<file path="config.mk">
export PLATFORM = sky130hd
export DESIGN_NAME = eint_ctrl
export DESIGN_NICKNAME = d
export VERILOG_FILES = /design/src/rtl/eint_pkg.sv /design/src/rtl/eint_sync.sv /design/src/rtl/eint_bank.sv /design/src/rtl/eint_ctrl.sv
export SDC_FILE = /design/constraint.sdc
export NUM_CORES = 1
export LEC_CHECK = 0
export BUFFER_PORTS_ARGS = -buffer_cell sky130_fd_sc_hd__buf_2
export CAP_MARGIN = 25
export CELL_PAD_IN_SITES_DETAIL_PLACEMENT = 0
export CELL_PAD_IN_SITES_GLOBAL_PLACEMENT = 1
export CORE_MARGIN = 4
export CORE_UTILIZATION = 51
export CTS_BUF_LIST = sky130_fd_sc_hd__clkbuf_2 sky130_fd_sc_hd__clkbuf_4 sky130_fd_sc_hd__clkbuf_8
export CTS_CLUSTER_DIAMETER = 120
export CTS_CLUSTER_SIZE = 20
export DETAILED_ROUTE_END_ITERATION = 10
export HOLD_SLACK_MARGIN = 0.1
export PLACE_DENSITY = 0.91
export SLEW_MARGIN = 20
export SYNTH_ARGS = -nofsm -noshare
export SYNTH_HDL_FRONTEND = slang
export SYNTH_SLANG_ARGS = --single-unit
</file>
<file path="constraint.sdc">
create_clock -name clk -period 1.8 [get_ports clk]
set_input_delay 0.18 -clock clk [delete_from_list [all_inputs] [get_ports clk]]
set_output_delay 0.18 -clock clk [all_outputs]
set_load 0.01 [all_outputs]
</file>
<file path="src/rtl/eint_pkg.sv">
package eint_pkg;

    localparam int TYPE_W  = 3;
    localparam int FIELD_W = 4;

    typedef enum logic [TYPE_W-1:0] {
        TRIG_LOW  = 3'd0,
        TRIG_HIGH = 3'd1,
        TRIG_FALL = 3'd2,
        TRIG_RISE = 3'd3,
        TRIG_BOTH = 3'd4
    } trig_t;

    typedef enum logic [1:0] {
        SEL_CFG  = 2'd0,
        SEL_MASK = 2'd1,
        SEL_PEND = 2'd2,
        SEL_NONE = 2'd3
    } reg_sel_t;

    // Trigger decision from the synchronised level and its previous sample.
    function automatic logic trig_hit(input logic [TYPE_W-1:0] kind,
                                      input logic cur, input logic prev);
        logic hit;
        case (kind)
            TRIG_LOW:  hit = !cur;
            TRIG_HIGH: hit = cur;
            TRIG_FALL: hit = prev && !cur;
            TRIG_RISE: hit = !prev && cur;
            TRIG_BOTH: hit = prev ^ cur;
            default:   hit = 1'b0;
        endcase
        return hit;
    endfunction

endpackage

</file>
<file path="src/rtl/eint_sync.sv">
module eint_sync #(
    parameter int W = 32
) (
    input  logic         clk,
    input  logic         rst_n,
    input  logic [W-1:0] d,
    output logic [W-1:0] q
);
    logic [W-1:0] meta_q;

    always_ff @(posedge clk or negedge rst_n) begin
        if (!rst_n) begin
            meta_q <= '0;
            q      <= '0;
        end else begin
            meta_q <= d;
            q      <= meta_q;
        end
    end
endmodule

</file>
<file path="src/rtl/eint_bank.sv">
module eint_bank
    import eint_pkg::*;
#(
    parameter  int PINS   = 8,
    localparam int DATA_W = PINS * FIELD_W
) (
    input  logic              clk,
    input  logic              rst_n,
    input  logic [PINS-1:0]   pin_s,
    input  logic              we_cfg,
    input  logic              we_mask,
    input  logic              we_pend,
    input  logic [DATA_W-1:0] wdata,
    output logic [DATA_W-1:0] cfg_q,
    output logic [PINS-1:0]   mask_q,
    output logic [PINS-1:0]   pend_q
);
    localparam int PAD_W = FIELD_W - TYPE_W;

    logic [PINS-1:0][TYPE_W-1:0] kind_q;
    logic [PINS-1:0]             prev_q;
    logic [PINS-1:0]             hit;
    logic [PINS-1:0]             clr;
    logic [PINS-1:0]             unused_pad;

    always_ff @(posedge clk or negedge rst_n) begin
        if (!rst_n) begin
            prev_q <= '0;
        end else begin
            prev_q <= pin_s;
        end
    end

    always_ff @(posedge clk or negedge rst_n) begin
        if (!rst_n) begin
            kind_q <= '0;
        end else if (we_cfg) begin
            for (int k = 0; k < PINS; k++) begin
                kind_q[k] <= wdata[k*FIELD_W +: TYPE_W];
            end
        end
    end

    always_ff @(posedge clk or negedge rst_n) begin
        if (!rst_n) begin
            mask_q <= '1;
        end else if (we_mask) begin
            mask_q <= wdata[PINS-1:0];
        end
    end

    assign clr = we_pend ? wdata[PINS-1:0] : '0;

    // A detection in the same cycle wins over a clear.
    always_ff @(posedge clk or negedge rst_n) begin
        if (!rst_n) begin
            pend_q <= '0;
        end else begin
            pend_q <= (pend_q & ~clr) | hit;
        end
    end

    for (genvar k = 0; k < PINS; k++) begin : g_pin
        assign hit[k] = trig_hit(kind_q[k], pin_s[k], prev_q[k]);
        assign cfg_q[k*FIELD_W +: FIELD_W] = {{PAD_W{1'b0}}, kind_q[k]};
        assign unused_pad[k] = ^wdata[k*FIELD_W+TYPE_W +: PAD_W];
    end
endmodule

</file>
<file path="src/rtl/eint_ctrl.sv">
module eint_ctrl
    import eint_pkg::*;
#(
    parameter  int NUM_BANKS     = 4,
    parameter  int PINS_PER_BANK = 8,
    parameter  int DIRECT_PINS   = 16,
    localparam int NUM_PINS      = NUM_BANKS * PINS_PER_BANK,
    localparam int DATA_W        = PINS_PER_BANK * FIELD_W,
    localparam int BANK_W        = (NUM_BANKS > 1) ? $clog2(NUM_BANKS) : 1,
    localparam int ADDR_W        = BANK_W + 2
) (
    input  logic                   clk,
    input  logic                   rst_n,
    input  logic [NUM_PINS-1:0]    pins_in,
    input  logic                   reg_we,
    input  logic [ADDR_W-1:0]      reg_addr,
    input  logic [DATA_W-1:0]      reg_wdata,
    output logic [DATA_W-1:0]      reg_rdata,
    output logic [DIRECT_PINS-1:0] irq_lines,
    output logic                   irq_shared
);
    logic [NUM_PINS-1:0]         pin_s;
    logic [NUM_PINS-1:0]         pend_all;
    logic [NUM_PINS-1:0]         mask_all;
    logic [NUM_PINS*FIELD_W-1:0] cfg_all;
    logic [BANK_W-1:0]           acc_bank;
    reg_sel_t                    acc_sel;

    assign acc_bank = reg_addr[ADDR_W-1:2];
    assign acc_sel  = reg_sel_t'(reg_addr[1:0]);

    eint_sync #(.W(NUM_PINS)) u_sync (
        .clk   (clk),
        .rst_n (rst_n),
        .d     (pins_in),
        .q     (pin_s)
    );

    for (genvar b = 0; b < NUM_BANKS; b++) begin : g_bank
        logic hit_bank;
        assign hit_bank = reg_we && (acc_bank == BANK_W'(b));

        eint_bank #(.PINS(PINS_PER_BANK)) u_bank (
            .clk     (clk),
            .rst_n   (rst_n),
            .pin_s   (pin_s[b*PINS_PER_BANK +: PINS_PER_BANK]),
            .we_cfg  (hit_bank && (acc_sel == SEL_CFG)),
            .we_mask (hit_bank && (acc_sel == SEL_MASK)),
            .we_pend (hit_bank && (acc_sel == SEL_PEND)),
            .wdata   (reg_wdata),
            .cfg_q   (cfg_all[b*DATA_W +: DATA_W]),
            .mask_q  (mask_all[b*PINS_PER_BANK +: PINS_PER_BANK]),
            .pend_q  (pend_all[b*PINS_PER_BANK +: PINS_PER_BANK])
        );
    end

    always_comb begin
        reg_rdata = '0;
        if (int'(acc_bank) < NUM_BANKS) begin
            unique case (acc_sel)
                SEL_CFG:  reg_rdata = cfg_all[acc_bank*DATA_W +: DATA_W];
                SEL_MASK: reg_rdata = {{(DATA_W-PINS_PER_BANK){1'b0}},
                                       mask_all[acc_bank*PINS_PER_BANK +: PINS_PER_BANK]};
                SEL_PEND: reg_rdata = {{(DATA_W-PINS_PER_BANK){1'b0}},
                                       pend_all[acc_bank*PINS_PER_BANK +: PINS_PER_BANK]};
                SEL_NONE: reg_rdata = '0;
            endcase
        end
    end

    assign irq_lines  = pend_all[DIRECT_PINS-1:0] & ~mask_all[DIRECT_PINS-1:0];
    assign irq_shared = |(pend_all[NUM_PINS-1:DIRECT_PINS] & ~mask_all[NUM_PINS-1:DIRECT_PINS]);
endmodule

</file>
==> metrics list <==
- The initial antenna violation count was 1.
* Depth of the CTS H-tree: 1
- Number of clock buffers inserted by TritonCTS: 16
* Yosys cell types: 47
- The routed design could run at a clock period as short as 2110 ps.
- Final period utilization: 117%
- For this configuration, the core starts out at a cell density of 52.1%.
- CTS saw 256 sinks.
- Remaining antenna violation count: 0
* Remaining global-route overflow: 0
- Sequential fraction of the synthesis area: 50.5%
- Type of the worst setup path: flip-flop to output pin
- Multiplexer fraction of the synthesized cell area: 22.7%
* Max-slew violation count: 0
- In this run the worst path has a maximum fanout of 2.
- Synth Area per Inst: 12.9 µm²
- Counting flops with a built-in enable in the synthesized netlist gives 0.
- WP data required: 1620 ps
- Standard-cell rows: 57
* Overall routing resource usage: 21.8%
- Routed length per instance: 18.6 µm
- Worst hold path type: input pin to async pin
- Worst reg2reg setup slack: 420 ps
- Tightest Pin Transition: 517 ps
* Half-perimeter wire length after placement: 20200 µm
- After detailed routing, the number of remaining DRC violations is 0.
* First-pass GRT wire length: 48900 µm
* Cell taking the most area after synthesis: sky130_fd_sc_hd__dfrtp_1
- Setup repair after global routing could not meet its margin everywhere.
- Number of hold violations in the final report: 0
- The pre-antenna-repair detailed-routing pass consisted of 5 iterations.
* Worst slew margin: 65.5%
* Run status: finished with violations
- Clock tree synthesis selected as its root buffer the cell sky130_fd_sc_hd__clkbuf_8.
- In this run, the clock network consumes 20.4% of the power.
- The longest clock path from root to sink contains 3 buffers.
- In this run the power spent charging and discharging nets is 4.24 mW.
- Area growth from synthesis to final layout: 24.7%
- The cell area that synthesis handed to floorplanning was 0.0128 mm².
- The checks that failed: setup timing.
* Antenna diode instance count: 0
- Post-synth ARST share: 100%
- Worst-case vdd ir drop: 0.000693 V
* Switching share of power: 28.9%
- Per-cell via count in the routed design: 5.35
- Number of cells produced by synthesis: 991
* Critical Path Source Type: flip-flop
- Commonest non-fill, non-tap cells in the layout: sky130_fd_sc_hd__dfrtp_1 (210), sky130_fd_sc_hd__buf_4 (128), sky130_fd_sc_hd__buf_2 (88)
- After layout, the worst setup slack is -311 ps.
- At the worst endpoint, the arrival time is 1930 ps.
* Placer's final routability congestion estimate: 0.871
* Via count of the first global-routing pass: 9040
- Share of the synthesized area in the top cell type: 44.0%
- Synthesized-area fraction occupied by and/or/nand/nor cells: 8.31%
- Entering global routing, the biggest net connects 93 pins.
- Uppermost layer routed: met5
* Adder-cell share of the synthesized area: 6.67%
- The core region is 0.0245 mm².
* Sequential share of power: 50.2%
* Post-Route Utilization: 65.0%
- I/O pin count: 120
- Setup violations remaining at the end of the flow were counted as 27.
* TritonCTS clock tree: done
* Routed wire length: 30200 µm
- Portion of total power attributed to combinational logic: 29.4%
- Clock transition at path regs: 120 ps
- Among all flip-flop cells after synthesis, the most frequent one is sky130_fd_sc_hd__dfrtp_1.
- Static timing analysis puts the maximum clock frequency at 474 MHz.
* Die Area: 0.0276 mm²
* Ratio of total power to cell area: 922 mW/mm²
- Setup WS pre-CTS: 14.2 ps
- Lkg Pwr: 7.56 nW
- The tool flagged a number of max-cap violations equal to 0.
* Compound-cell area share of the yosys netlist: 5.19%
* Total number of vias: 8665
- Between clock sinks in the finished design, the worst skew comes to 14.8 ps.
* Chip width: 166 µm
- Detailed routing placed a total of 1550 µm of wire on met3.
- WL met1: 13100 µm
* Share of final-layout standard cells stronger than drive strength 1: 39.8%
- The library cell used most frequently in the layout, excluding fill and tap cells, is sky130_fd_sc_hd__dfrtp_1.
* Number of nets at the end of the flow: 1425
* Drt initial violations: 510
- Fill cells in the final layout number 1786.
* Synth warnings: 0
* Source-to-sink clock delay at the later pin of the worst-skew pair: 530 ps
* Dominant combinational cell family by area after synthesis: multiplexers
- STA classifies the critical path endpoint as an output pin.
- The count of buffers added on input and output ports is 107.
- After Yosys synthesis, XOR and XNOR cells account for 1.51% of the synthesized area.
* Top cells by area, synth: sky130_fd_sc_hd__dfrtp_1 (44%), sky130_fd_sc_hd__mux2_4 (7.1%), sky130_fd_sc_hd__mux4_2 (6.9%), sky130_fd_sc_hd__ha_1 (6.7%), sky130_fd_sc_hd__dfstp_2 (6.6%)
- Metal2 WL: 14800 µm
* Vertical die dimension: 166 µm
- FF+latch count, synth: 256
- Pint: 10.4 mW
[worst paths after layout]
| path | startpoint | to | cells after the start |
|---|---|---|---|
| worst max-delay path | g_bank[2].u_bank.pend_q[6] | reg_rdata[6] | 4 |
| worst min-delay path | rst_n | g_bank[0].u_bank.cfg_q[28] | 3 |
| worst max register to register | u_sync.q[2] | g_bank[0].u_bank.pend_q[2] | 3 |
| worst min register to register | u_sync.meta_q[4] | u_sync.q[4] | 0 |
| max in group asynchronous | rst_n | g_bank[2].u_bank.cfg_q[12] | 3 |
| min in group clk | reg_we | g_bank[3].u_bank.cfg_q[25] | 3 |
[what timing repair did]
item,CTS,global route
hold endpoints to repair,423,0
buffers inserted,86,16
pin swaps,20,3
setup endpoints to repair,27,27
resized for setup,42,25
hold buffers,60,0
[state kept, by name, summed over array words and instances, names as in the netlist]
| name | count |
|---|---|
| u_sync.q | 32 |
| g_bank.u_bank.cfg_q | 96 |
| g_bank.u_bank.mask_q | 32 |
| g_bank.u_bank.prev_q | 32 |
| g_bank.u_bank.pend_q | 32 |
| u_sync.meta_q | 32 |
[cell usage after synthesis, types with 6 or more instances]
cell                       instances
sky130_fd_sc_hd__buf_2             8
sky130_fd_sc_hd__nand2_1          68
sky130_fd_sc_hd__ha_1             68
sky130_fd_sc_hd__mux2i_1          35
sky130_fd_sc_hd__clkbuf_1          8
sky130_fd_sc_hd__buf_6            14
sky130_fd_sc_hd__mux2_1           20
sky130_fd_sc_hd__xor2_1           18
sky130_fd_sc_hd__buf_4             9
sky130_fd_sc_hd__mux4_2           39
sky130_fd_sc_hd__a21oi_1          39
sky130_fd_sc_hd__and2_1           20
sky130_fd_sc_hd__o211ai_1         14
sky130_fd_sc_hd__o21ai_0          21
sky130_fd_sc_hd__nor2b_1          16
sky130_fd_sc_hd__mux2_4           60
sky130_fd_sc_hd__mux2_2           48
sky130_fd_sc_hd__a211oi_1          8
sky130_fd_sc_hd__dfrtp_1         224
sky130_fd_sc_hd__o21ai_1           6
sky130_fd_sc_hd__nand2b_1         13
sky130_fd_sc_hd__inv_1            82
sky130_fd_sc_hd__nor3_1            8
sky130_fd_sc_hd__nor2_1           57
sky130_fd_sc_hd__dfstp_2          32
sky130_fd_sc_hd__a31o_2            6
sky130_fd_sc_hd__nor3b_1          14
[logic make-up after synthesis]
family          after synthesis
simple gates                211
flops                       256
compound gates              108
mux                         202
fa+ha+maj                    68
xor+xnor                     22
buf+inv                     123
other cells                   1
[area by class of cell]
type | instances | area (µm²) | area share (%)
Multi-Input combinational cell | 617 | 5820 | 36.6
Inverter | 82 | 308 | 1.94
Sequential cell | 256 | 6460 | 40.6
Tap cell | 324 | 405 | 2.55
Timing Repair Buffer | 313 | 2570 | 16.2
Clock inverter | 1 | 30.0 | 0.189
Clock buffer | 26 | 302 | 1.90
[power by group through the flow]
| stage | Clock, mW | Sequential [mW] | Combinational [mW] |
|---|---|---|---|
| 6_report | 3.00 | 7.36 | 4.31 |
| 5_1_grt | 3.32 | 7.47 | 4.69 |
| 4_1_cts | 3.10 | 7.33 | 4.12 |
| 3_5_place_dp | 0 | 7.75 | 3.00 |
| 3_3_place_gp | 0 | 7.69 | 2.93 |
| 2_1_floorplan | 0 | 7.43 | 2.19 |
[stage by stage]
step	setup TNS [ps]	instance area (µm²)	cells	power [mW]	hold slack, ps
6_report	-3420	15900	1619	14.7	243
4_1_cts	-4290	15700	1603	14.5	221
5_1_grt	-5340	15900	1619	15.5	230
3_3_place_gp	-4.36	13900	1430	10.6	48.4
3_5_place_dp	0	13900	1430	10.8	50.4
2_1_floorplan	0	12800	996	9.62	-116
[worst max-delay path: stages, from the launching register on]
cell,delay (ps)
sky130_fd_sc_hd__dfrtp_1,420
sky130_fd_sc_hd__mux4_2,490
sky130_fd_sc_hd__o2111ai_2,240
sky130_fd_sc_hd__o21ai_2,110
sky130_fd_sc_hd__buf_2,150
[per-layer routing]
| layer | up-vias | global-route usage (%) |
|---|---|---|
| met2 | 213 | 36.6 |
| li1 | 4010 | - |
| met5 | - | 0 |
| met4 | 2 | 5.45 |
| met3 | 46 | 3.12 |
| met1 | 4394 | 30.3 |
Power figures use the tool's default switching activity.
